**src/rtl/word_alu_pkg.sv**
```systemverilog
`timescale 1ns/1ps
package word_alu_pkg;

   typedef enum logic [2:0] {
      WOP_ADD  = 3'd0,
      WOP_SUB  = 3'd1,
      WOP_CMP  = 3'd2,
      WOP_INC  = 3'd3,
      WOP_DEC  = 3'd4,
      WOP_MUL  = 3'd5,
      WOP_RSV6 = 3'd6,
      WOP_RSV7 = 3'd7
   } wop_e;

   typedef struct packed {
      logic n;
      logic v;
      logic h;
      logic z;
      logic c;
   } wflags_t;

   localparam int NIBBLE_W = 4;

endpackage

```
**src/rtl/word_alu_addsub.sv**
```systemverilog
`timescale 1ns/1ps
module word_alu_addsub #(
   parameter int BYTE_W = 8
) (
   input  logic [2*BYTE_W-1:0] pair_i,
   input  logic [2*BYTE_W-1:0] mem_i,
   input  logic                sub_i,
   output logic [2*BYTE_W-1:0] sum_o,
   output logic                carry_o,
   output logic                half_o,
   output logic                ovf_o
);
   import word_alu_pkg::*;

   localparam int WORD_W = 2 * BYTE_W;

   logic [WORD_W-1:0] addend;
   logic [BYTE_W:0]   lo_sum;
   logic [BYTE_W:0]   hi_sum;

   // subtract negates the memory word first, truncated to the word width
   always_comb begin
      if (sub_i) addend = ~mem_i + WORD_W'(1);
      else       addend = mem_i;
   end

   always_comb begin
      lo_sum = {1'b0, pair_i[BYTE_W-1:0]} + {1'b0, addend[BYTE_W-1:0]};
      hi_sum = {1'b0, pair_i[WORD_W-1:BYTE_W]} + {1'b0, addend[WORD_W-1:BYTE_W]}
             + {{BYTE_W{1'b0}}, lo_sum[BYTE_W]};
   end

   assign sum_o   = {hi_sum[BYTE_W-1:0], lo_sum[BYTE_W-1:0]};
   assign carry_o = hi_sum[BYTE_W];
   assign half_o  = hi_sum[NIBBLE_W-1:0] < pair_i[BYTE_W+NIBBLE_W-1:BYTE_W];
   assign ovf_o   = ~(pair_i[WORD_W-1] ^ addend[WORD_W-1])
                  & (hi_sum[BYTE_W-1] ^ pair_i[WORD_W-1]);

endmodule

```
**src/rtl/word_alu_cmp.sv**
```systemverilog
`timescale 1ns/1ps
module word_alu_cmp #(
   parameter int BYTE_W = 8
) (
   input  logic [2*BYTE_W-1:0] pair_i,
   input  logic [2*BYTE_W-1:0] mem_i,
   output logic [2*BYTE_W-1:0] diff_o,
   output logic                no_borrow_o
);
   localparam int WORD_W = 2 * BYTE_W;

   logic [BYTE_W:0] lo_diff;
   logic [BYTE_W:0] hi_diff;

   // lower-byte borrow ripples into the upper byte
   always_comb begin
      lo_diff = {1'b0, pair_i[BYTE_W-1:0]} - {1'b0, mem_i[BYTE_W-1:0]};
      hi_diff = {1'b0, pair_i[WORD_W-1:BYTE_W]} - {1'b0, mem_i[WORD_W-1:BYTE_W]}
              - {{BYTE_W{1'b0}}, lo_diff[BYTE_W]};
   end

   assign diff_o      = {hi_diff[BYTE_W-1:0], lo_diff[BYTE_W-1:0]};
   assign no_borrow_o = ~hi_diff[BYTE_W];

endmodule

```
**src/rtl/word_alu_step.sv**
```systemverilog
`timescale 1ns/1ps
module word_alu_step #(
   parameter int BYTE_W = 8
) (
   input  logic [2*BYTE_W-1:0] mem_i,
   input  logic                dec_i,
   output logic [2*BYTE_W-1:0] next_o
);
   localparam int WORD_W = 2 * BYTE_W;

   logic [BYTE_W:0]   lo_next;
   logic [BYTE_W-1:0] hi_next;
   logic [BYTE_W-1:0] lo_delta;
   logic [BYTE_W-1:0] hi_delta;

   // decrement adds all-ones to each byte; the lower carry means "no borrow"
   always_comb begin
      lo_delta = dec_i ? {BYTE_W{1'b1}} : BYTE_W'(1);
      hi_delta = dec_i ? {BYTE_W{1'b1}} : '0;
      lo_next  = {1'b0, mem_i[BYTE_W-1:0]} + {1'b0, lo_delta};
      hi_next  = mem_i[WORD_W-1:BYTE_W] + hi_delta + {{(BYTE_W-1){1'b0}}, lo_next[BYTE_W]};
   end

   assign next_o = {hi_next, lo_next[BYTE_W-1:0]};

endmodule

```
**src/rtl/word_alu_mul.sv**
```systemverilog
`timescale 1ns/1ps
module word_alu_mul #(
   parameter int BYTE_W   = 8,
   parameter int MUL_IMPL = 0
) (
   input  logic [BYTE_W-1:0]   hi_i,
   input  logic [BYTE_W-1:0]   lo_i,
   output logic [2*BYTE_W-1:0] prod_o
);
   localparam int WORD_W = 2 * BYTE_W;

   generate
      if (MUL_IMPL == 0) begin : g_operator
         assign prod_o = WORD_W'(hi_i) * WORD_W'(lo_i);
      end else begin : g_shift_add
         logic [WORD_W-1:0] acc;
         always_comb begin
            acc = '0;
            for (int i = 0; i < BYTE_W; i++) begin
               if (lo_i[i]) acc = acc + (WORD_W'(hi_i) << i);
            end
         end
         assign prod_o = acc;
      end
   endgenerate

endmodule

```
**src/rtl/word_alu.sv**
```systemverilog
`timescale 1ns/1ps
module word_alu #(
   parameter int BYTE_W   = 8,
   parameter int MUL_IMPL = 0
) (
   input  logic                clk,
   input  logic                rst_n,
   input  logic                in_valid,
   input  logic [2:0]          op,
   input  logic [2*BYTE_W-1:0] pair_in,
   input  logic [2*BYTE_W-1:0] mem_in,
   output logic                out_valid,
   output logic [2*BYTE_W-1:0] result,
   output logic                wr_en,
   output logic                wr_mem,
   output logic                flag_n,
   output logic                flag_v,
   output logic                flag_h,
   output logic                flag_z,
   output logic                flag_c,
   output logic                upd_n,
   output logic                upd_v,
   output logic                upd_h,
   output logic                upd_z,
   output logic                upd_c
);
   import word_alu_pkg::*;

   localparam int WORD_W = 2 * BYTE_W;

   generate
      if (BYTE_W < NIBBLE_W) begin : g_bad_width
         $error("word_alu: BYTE_W must cover at least one nibble");
      end
      if (MUL_IMPL != 0 && MUL_IMPL != 1) begin : g_bad_mul
         $error("word_alu: MUL_IMPL must be 0 or 1");
      end
   endgenerate

   wop_e op_e;
   assign op_e = wop_e'(op);

   logic [WORD_W-1:0] as_sum, cmp_diff, step_next, mul_prod;
   logic              as_c, as_h, as_v, cmp_nb;

   word_alu_addsub #(.BYTE_W(BYTE_W)) u_addsub (
      .pair_i (pair_in),
      .mem_i  (mem_in),
      .sub_i  (op_e == WOP_SUB),
      .sum_o  (as_sum),
      .carry_o(as_c),
      .half_o (as_h),
      .ovf_o  (as_v)
   );

   word_alu_cmp #(.BYTE_W(BYTE_W)) u_cmp (
      .pair_i     (pair_in),
      .mem_i      (mem_in),
      .diff_o     (cmp_diff),
      .no_borrow_o(cmp_nb)
   );

   word_alu_step #(.BYTE_W(BYTE_W)) u_step (
      .mem_i (mem_in),
      .dec_i (op_e == WOP_DEC),
      .next_o(step_next)
   );

   word_alu_mul #(.BYTE_W(BYTE_W), .MUL_IMPL(MUL_IMPL)) u_mul (
      .hi_i  (pair_in[WORD_W-1:BYTE_W]),
      .lo_i  (pair_in[BYTE_W-1:0]),
      .prod_o(mul_prod)
   );

   logic [WORD_W-1:0] res_d;
   logic              wr_d, mem_d;
   wflags_t           val_d, upd_d, flag_d;

   always_comb begin
      res_d = '0;
      wr_d  = 1'b0;
      mem_d = 1'b0;
      val_d = '0;
      upd_d = '0;
      unique case (op_e)
         WOP_ADD, WOP_SUB: begin
            res_d = as_sum;
            wr_d  = 1'b1;
            val_d.c = as_c;
            val_d.h = as_h;
            val_d.v = as_v;
            upd_d = '{n: 1'b1, v: 1'b1, h: 1'b1, z: 1'b1, c: 1'b1};
         end
         WOP_CMP: begin
            res_d   = cmp_diff;
            val_d.c = cmp_nb;
            upd_d   = '{n: 1'b1, v: 1'b0, h: 1'b0, z: 1'b1, c: 1'b1};
         end
         WOP_INC, WOP_DEC: begin
            res_d = step_next;
            wr_d  = 1'b1;
            mem_d = 1'b1;
            upd_d = '{n: 1'b1, v: 1'b0, h: 1'b0, z: 1'b1, c: 1'b0};
         end
         WOP_MUL: begin
            res_d = mul_prod;
            wr_d  = 1'b1;
            upd_d = '{n: 1'b1, v: 1'b0, h: 1'b0, z: 1'b1, c: 1'b0};
         end
         default: begin
            res_d = '0;
         end
      endcase
      val_d.n = res_d[WORD_W-1];
      val_d.z = (res_d == '0);
      if (!in_valid) begin
         wr_d  = 1'b0;
         mem_d = 1'b0;
         upd_d = '0;
      end
      flag_d = val_d & upd_d;
   end

   wflags_t flag_q, upd_q;

   always_ff @(posedge clk or negedge rst_n) begin
      if (!rst_n) begin
         out_valid <= 1'b0;
         result    <= '0;
         wr_en     <= 1'b0;
         wr_mem    <= 1'b0;
         flag_q    <= '0;
         upd_q     <= '0;
      end else begin
         out_valid <= in_valid;
         result    <= in_valid ? res_d : '0;
         wr_en     <= wr_d;
         wr_mem    <= mem_d;
         flag_q    <= flag_d;
         upd_q     <= upd_d;
      end
   end

   assign flag_n = flag_q.n;
   assign flag_v = flag_q.v;
   assign flag_h = flag_q.h;
   assign flag_z = flag_q.z;
   assign flag_c = flag_q.c;
   assign upd_n  = upd_q.n;
   assign upd_v  = upd_q.v;
   assign upd_h  = upd_q.h;
   assign upd_z  = upd_q.z;
   assign upd_c  = upd_q.c;

endmodule

```
**config.mk**
```make
export PLATFORM = sky130hd
export DESIGN_NAME = word_alu
export DESIGN_NICKNAME = d
export VERILOG_FILES = /design/src/rtl/word_alu_pkg.sv /design/src/rtl/word_alu_addsub.sv /design/src/rtl/word_alu_cmp.sv /design/src/rtl/word_alu_step.sv /design/src/rtl/word_alu_mul.sv /design/src/rtl/word_alu.sv
export SDC_FILE = /design/constraint.sdc
export NUM_CORES = 1
export LEC_CHECK = 0
export BUFFER_PORTS_ARGS = -buffer_cell sky130_fd_sc_hd__buf_2
export CAP_MARGIN = 10
export CELL_PAD_IN_SITES_DETAIL_PLACEMENT = 0
export CELL_PAD_IN_SITES_GLOBAL_PLACEMENT = 1
export CORE_MARGIN = 2
export CORE_UTILIZATION = 46
export CTS_BUF_LIST = sky130_fd_sc_hd__clkbuf_8 sky130_fd_sc_hd__clkbuf_16
export DETAILED_ROUTE_END_ITERATION = 12
export PLACE_DENSITY_LB_ADDON = 0.15
export SETUP_SLACK_MARGIN = 0.4
export SYNTH_ARGS = -nofsm -noshare
export SYNTH_HDL_FRONTEND = slang
export SYNTH_SLANG_ARGS = --single-unit
```
**constraint.sdc**
```tcl
create_clock -name clk -period 0.8 [get_ports clk]
set_input_delay 0.12 -clock clk [delete_from_list [all_inputs] [get_ports clk]]
set_output_delay 0.12 -clock clk [all_outputs]
set_load 0.05 [all_outputs]
```
==> summary.md, run 1 <==
| Metric | Value |
|---|---|
| Outcome | finished, violations left |
| Failing checks | negative hold slack, negative setup slack |
| Largest net degree at the start of global routing | 28 |
| H-tree depth | 1 |
| Placed cell areas | 0.00858 mm² |
| YS warnings | 0 |
| Detailed Route WL | 23.8 mm |
| Max Clk Rate | 238 MHz |
| Post-synthesis sequential area ratio | 11.2% |
| Main synth FF type | dfrtp_1 |
| Die Ht | 118 µm |
| Crit end category | flip-flop |
| Die Wd | 118 µm |
| Largest family of logic cells by synthesized area | adder cells |
| Nets | 1229 |
| Cell family with most CP delay | compound AO/OA/AOI/OAI gates |
| Post-Synthesis Cells | 719 |
| Req. time, crit path | 0.99 ns |
| Fill count | 819 |
| Grt ovf | 0 |
| Final instance area | 0.0101 mm² |
| Worst Setup Start Kind | input pin |
| Ant. Diodes | 0 |
| Area of the multi-input gates | 0.00581 mm² |
| PwrDens | 1720 mW/mm² |
| CP bufs+invs | 5 |
| Max-slew violation count | 0 |
| Overall power | 17.4 mW |
| RSZ-0062 raised after global routing | true |
| Max VDD drop | 1.10 mV |
| Clock Path Buffers | 2 |
| IO Count | 67 |
| Worst-path fanout max | 3 |
| CTS Root Cell | clkbuf_16 |
| ANT nets after route | 0 |
| Final Core Density | 80.0% |
| Post-synthesis xor/xnor area fraction | 6.27% |
| Final setup viols | 52 |
| CTS sink cnt | 27 |
| Number of I/O port buffers | 66 |
| Worst Tran Pin Value | 0.545 ns |
| Final Non-Filler Cells | 1227 |
| Tcrit/Tclk final | 526% |
| Number of enable flip-flop cells after synthesis | 0 |
| Pre-CTS setup slack | -3.81 ns |
| Max Cap Violations | 0 |
| Leading area contributor after synthesis | ha_1 |
| Post-synth top area share | 18.7% |
| Initial Util | 47.4% |
| Adder-Cell Fraction of Synth Area | 33.7% |
| Share of flip-flops with an asynchronous set or reset | 100% |
| Post-synthesis compound-gate area fraction | 18.5% |
| Sequential Power Share | 9.1% |
| Detailed Place HPWL | 17.3 mm |
| #FFs+latches synth | 27 |
| Detailed-route via count | 6869 |
| Fin. Hold Viols | 27 |
| HP Class | input pin to asynchronous set/reset pin |
| Internal power | 9.31 mW |
| Vias in the first global route | 6823 |
| Synth cell types | 68 |
| Setup ws final | -3.41 ns |
| CTS Buf Count | 3 |
| First-pass GRT wire length | 35.2 mm |
| Post-synthesis average cell area | 8.35 µm² |
| Final min period | 4.21 ns |
| FP Rows | 41 |
| Area Overhead vs Synth | 68.7% |
| Worst endpoint data arrival time | 4.40 ns |
| CP most frequent cell | a21o_1 |
| Initial antenna violation count | 0 |
| Synth Cell Area | 0.00601 mm² |
| Leak pwr | 4.85 nW |
| Sw Share | 46.5% |
| Top cells by area, synth | ha_1 (19%), fa_1 (15%), dfrtp_1 (11%) |
| DRC viols | 0 |
| Mux share of post-synthesis cell area | 2.02% |
| Max transition margin | 63.4% |
| WHS | -0.206 ns |
| Total die area | 0.0140 mm² |
| Worst-path clk slew | 0.07 ns |
| Via density | 5.60 |
| Sequential Area | 708 µm² |
| Routed wire per std cell | 19.4 µm |
| Placed Cells | 1178 |
| GPL Wtd Cong | 1.00 |
| Global-route usage over all layers | 31.6% |
| Pre-antenna DRT Iters | 5 |
| Comb pwr share | 84.3% |
| Post-synthesis simple-gate area fraction | 21.0% |
| Syn Nets | 892 |
| DRT iter0 DRCs | 516 |
| Share of cells above drive strength 1 | 52.6% |
| Clock share of power | 6.6% |
| CP peak stage delay | 0.44 ns |
| Crit-path slowest cell | o211ai_1 |
| P_sw | 8.09 mW |
| Core box area | 0.0127 mm² |
| CP Class | input pin to flip-flop |
| Worst-path cell chain | buf_4, buf_6, nor3_4, nor2_2, xnor2_1, ha_1, o21ai_2, a21oi_4, or2_4, a21o_1, a21o_1, a21o_1, fa_2, buf_4, buf_6, a211oi_2, nor2_1, a21o_1, a21oi_4, buf_6, o21ai_2, xnor2_1, o211ai_1, and2_1 |
| CTS tree | built |
synthesized netlist by cell type, types with 7 or more instances:
master / n
nor2_1: 70
nor3_1: 16
fa_1: 45
a21o_1: 13
ha_1: 90
xnor2_1: 30
a21oi_1: 32
nand3b_1: 7
dfrtp_1: 27
inv_1: 89
nor3b_1: 7
o21ai_0: 33
and2_1: 45
a211oi_1: 19
o21a_1: 9
nand2b_1: 13
nand2_1: 34
xor2_1: 13
mux2i_1: 11
per-stage QoR:
stage                     setup TNS (ns)  hold WS (ns)
after floorplan                   -52.44        -0.176
after global placement            -63.31         0.119
after detailed placement          -64.54         0.139
after CTS                         -59.59        -0.142
after global routing              -63.70        -0.172
final                             -61.48        -0.206
final cells by class:
| cell class | instances | area share [%] |
|---|---|---|
| inverters | 91 | 3.75 |
| clock buffers | 3 | 0.741 |
| flip-flops and latches | 27 | 6.99 |
| well taps | 172 | 2.12 |
| multi-input cells | 587 | 57.3 |
| repair buffers | 346 | 29.0 |
| clock inverters | 1 | 0.0494 |
cells in the final DEF (no fill, tap or decap), types with 20 or more instances in the layout:
master / instances
nor2_1: 47
buf_4: 234
buf_6: 73
xnor2_1: 28
a21oi_1: 20
inv_1: 74
dfrtp_2: 26
ha_1: 73
buf_2: 24
and2_1: 31
fa_1: 34
nand2_1: 25
sequential cells by signal (all words and copies together), names as in the netlist:
name	flops
wr_mem	1
upd_c	1
upd_n	1
upd_h	1
flag_h	1
flag_z	1
out_valid	1
result	16
flag_v	1
flag_n	1
flag_c	1
wr_en	1
power by group through the flow:
stage                     clock (mW)  sequential, mW  combinational, mW
after CTS                       1.11            1.57               13.1
after detailed placement           0            1.57               11.4
after global placement             0            1.56               11.2
after floorplan                    0            2.04               6.51
final                           1.14            1.58               14.7
after global routing            1.18            1.59               15.6
what timing repair did:
action | in CTS | in global routing
hold endpoints to repair | 27 | 27
resized for setup | 203 | 80
setup buffers | 31 | 13
gates cloned | 1 | 0
endpoints found under the setup margin | 55 | 81
pin swaps | 53 | 31
cells by family (layout without fill, tap and decap cells):
group,Yosys count,count (layout)
buffers and inverters,105,441
xor gates and xnor gates,43,43
DFF,27,27
AOI/OAI and AO/OA,161,161
muxes,12,12
and+or+nand+nor,236,236
adders and majority gates,135,135
per-layer routing:
metal | track usage [%] | routed length (µm) | vias up
li1 | - | - | 3177
met2 | 54.6 | 11500 | 298
met1 | 43.4 | 10300 | 3346
met3 | 2.36 | 1480 | 48
met4 | 6.33 | 578 | 0
met5 | 0 | 0 | -
worst max-delay path by stage:
stage	start	endpoint	cells after the start
3_5_place_dp	pair_in[0]	flag_z$_DFF_PN0_	23
5_1_grt	mem_in[0]	flag_z$_DFF_PN0_	22
4_1_cts	op[2]	flag_z$_DFF_PN0_	23
2_1_floorplan	op[2]	flag_z$_DFF_PN0_	23
6_report	mem_in[0]	result[15]$_DFF_PN0_	24
3_3_place_gp	pair_in[0]	flag_z$_DFF_PN0_	24
Note: power is estimated with default switching activity, not from simulation.
==> run 2, diff against run 1 <==
- CORE_UTILIZATION: 46 -> 25
==> run 2 against run 1 <==
  * The flow still finishes with violations (negative hold slack, negative setup slack)
  * Core utilization decreased by 36 points
  * Via count decreased by 7.0%
  * Die area increased by 81%
  * Final cell count increased by 12%
  * Worst hold slack improved by 0.0061 ns
  * Combinational power about the same
  * Sequential share of layout area decreased by 0.12 points
  * Setup slack got worse by 0.016 ns
  * Critical endpoint is now flag_z$_DFF_PN0_
  * Largest power group unchanged
  * Highest routed layer unchanged
==> summary.md, run 2 (synthesis gave the netlist of run 1 again) <==
| Metric | Value |
|---|---|
| Outcome | finished, violations left |
| Failing checks | negative hold slack, negative setup slack |
| Area Overhead vs Synth | 71.6% |
| ANT nets after route | 0 |
| H-tree depth | 1 |
| Placed cell areas | 0.00886 mm² |
| Worst-path clk slew | 0.06 ns |
| Tcrit/Tclk final | 528% |
| Detailed-route via count | 6391 |
| Most frequent cells in the layout | buf_4 (231), ha_1 (74), buf_6 (72) |
| Detailed Route WL | 22.7 mm |
| Final Core Density | 43.8% |
| Max VDD drop | 1.25 mV |
| Worst Tran Pin Value | 0.623 ns |
| CTS tree | built |
| CP bufs+invs | 4 |
| CP most frequent cell | a21o_1 |
| CTS sink cnt | 27 |
| FP Rows | 56 |
| Worst-path cell chain | buf_6, or2_4, nor2_4, nor2_2, a21o_1, inv_2, fa_2, nand2b_4, a21oi_2, or2_4, a21o_1, a21o_1, a21o_1, fa_2, fa_2, buf_6, xor2_2, a222oi_1, buf_4, o21ai_2, nor2_1, nand4_1, nor4_2 |
| Share of cells above drive strength 1 | 52.7% |
| Pre-antenna DRT Iters | 5 |
| Grt ovf | 0 |
| IO Count | 67 |
| Nets | 1224 |
| Max Clk Rate | 237 MHz |
| DRT iter0 DRCs | 238 |
| Worst-path fanout max | 4 |
| Area of the multi-input gates | 0.00581 mm² |
| Leak pwr | 4.88 nW |
| Clock Path Buffers | 2 |
| Crit-path slowest cell | a222oi_1 |
| Max reg flops | 16 |
| Setup ws final | -3.43 ns |
| Fin. Hold Viols | 27 |
| Vias in the first global route | 6720 |
| Final instance area | 0.0103 mm² |
| Sequential Area | 708 µm² |
| Die Ht | 159 µm |
| Worst endpoint data arrival time | 4.39 ns |
| Max-slew violation count | 0 |
| Die Wd | 159 µm |
| TNS Setup | -59.38 ns |
| Ant. Diodes | 0 |
| WHS | -0.200 ns |
| First-pass GRT wire length | 36.3 mm |
| Initial Util | 25.5% |
| Max transition margin | 58.5% |
| Pre-CTS setup slack | -3.98 ns |
| Via density | 4.67 |
| Final setup viols | 52 |
| Detailed Place HPWL | 19.8 mm |
| RSZ-0062 raised after global routing | true |
| Core box area | 0.0235 mm² |
| Cell family with most CP delay | compound AO/OA/AOI/OAI gates |
| Max Cap Violations | 0 |
| Routed wire per std cell | 16.6 µm |
| Commonest non-fill, non-tap cell in the layout | buf_4 |
| CTS Root Cell | clkbuf_16 |
| Initial antenna violation count | 0 |
| Placed Cells | 1335 |
| DRC viols | 0 |
| PwrDens | 1670 mW/mm² |
| Final Non-Filler Cells | 1369 |
| CP Class | input pin to flip-flop |
| CP peak stage delay | 0.54 ns |
| Crit end category | flip-flop |
| Number of I/O port buffers | 66 |
| Fill count | 2327 |
| HP Class | input pin to asynchronous set/reset pin |
| Global-route usage over all layers | 17.8% |
| CTS Buf Count | 3 |
| Req. time, crit path | 0.97 ns |
| Final min period | 4.23 ns |
| Total die area | 0.0253 mm² |
| Largest net degree at the start of global routing | 28 |
| Largest register by flop count | result |
| Worst Setup Start Kind | input pin |
| GPL Wtd Cong | 0.895 |
-- run 2: cell count changes in the layout (fill, tap and decap cells not counted), moves of 3 or more --
| cell | delta |
|---|---|
| a21oi_2 | +3 |
| buf_12 | +3 |
| buf_4 | -3 |
| inv_1 | -5 |
| inv_2 | +5 |
| nor2_1 | +5 |
| nor2_2 | -3 |
| o21ai_1 | -3 |
| o21ai_2 | +3 |
| xnor2_1 | -4 |
| xnor2_2 | +4 |
-- run 2: power breakdown --
group          leakage (nW)  internal (mW)  total (mW)  switching (mW)
combinational          4.51           7.23        14.5            7.30
sequential            0.322           1.51        1.57          0.0583
clock                0.0423          0.667        1.08           0.410
total                  4.88           9.41        17.2            7.76
-- run 2: layer usage --
| layer | share of wire [%] | GRT usage, % |
|---|---|---|
| met1 | 51 | 25.8 |
| met2 | 46 | 30.0 |
| met3 | 2.5 | 0.886 |
| met4 | 1.1 | 2.36 |
| met5 | 0 | 0 |
-- run 2: path summary, 6_finish.rpt --
path / startpoint / end / slack [ns] / cells after the start
max in group asynchronous: rst_n / wr_en$_DFF_PN0_ / 0.84 / 2
min: rst_n / result[12]$_DFF_PN0_ / -0.20 / 2
min in group clk: in_valid / out_valid$_DFF_PN0_ / 0.19 / 2
max: op[1] / flag_z$_DFF_PN0_ / -3.43 / 23
-- run 2: layout make-up --
cell class | instances | share of cell area, %
well taps | 319 | 3.87
flip-flops and latches | 27 | 6.87
clock buffers | 3 | 0.728
clock inverters | 1 | 0.0364
repair buffers | 341 | 28.5
inverters | 91 | 3.71
multi-input cells | 587 | 56.3
-- run 2: through the flow --
stage,power (mW),hold WS [ns]
global placement,13.4,0.0702
global route,18.6,-0.193
floorplan,8.55,-0.176
finish,17.2,-0.200
detailed placement,13.5,0.0719
CTS,16.5,-0.198
-- run 2: timing repair --
| item | 4_1_cts | 5_1_grt |
|---|---|---|
| endpoints found under the setup margin | 55 | 55 |
| endpoints found under the hold margin | 27 | 27 |
| pin swaps | 58 | 67 |
| buffers inserted | 21 | 8 |
| cloned | 1 | 0 |
| resized for setup | 195 | 84 |
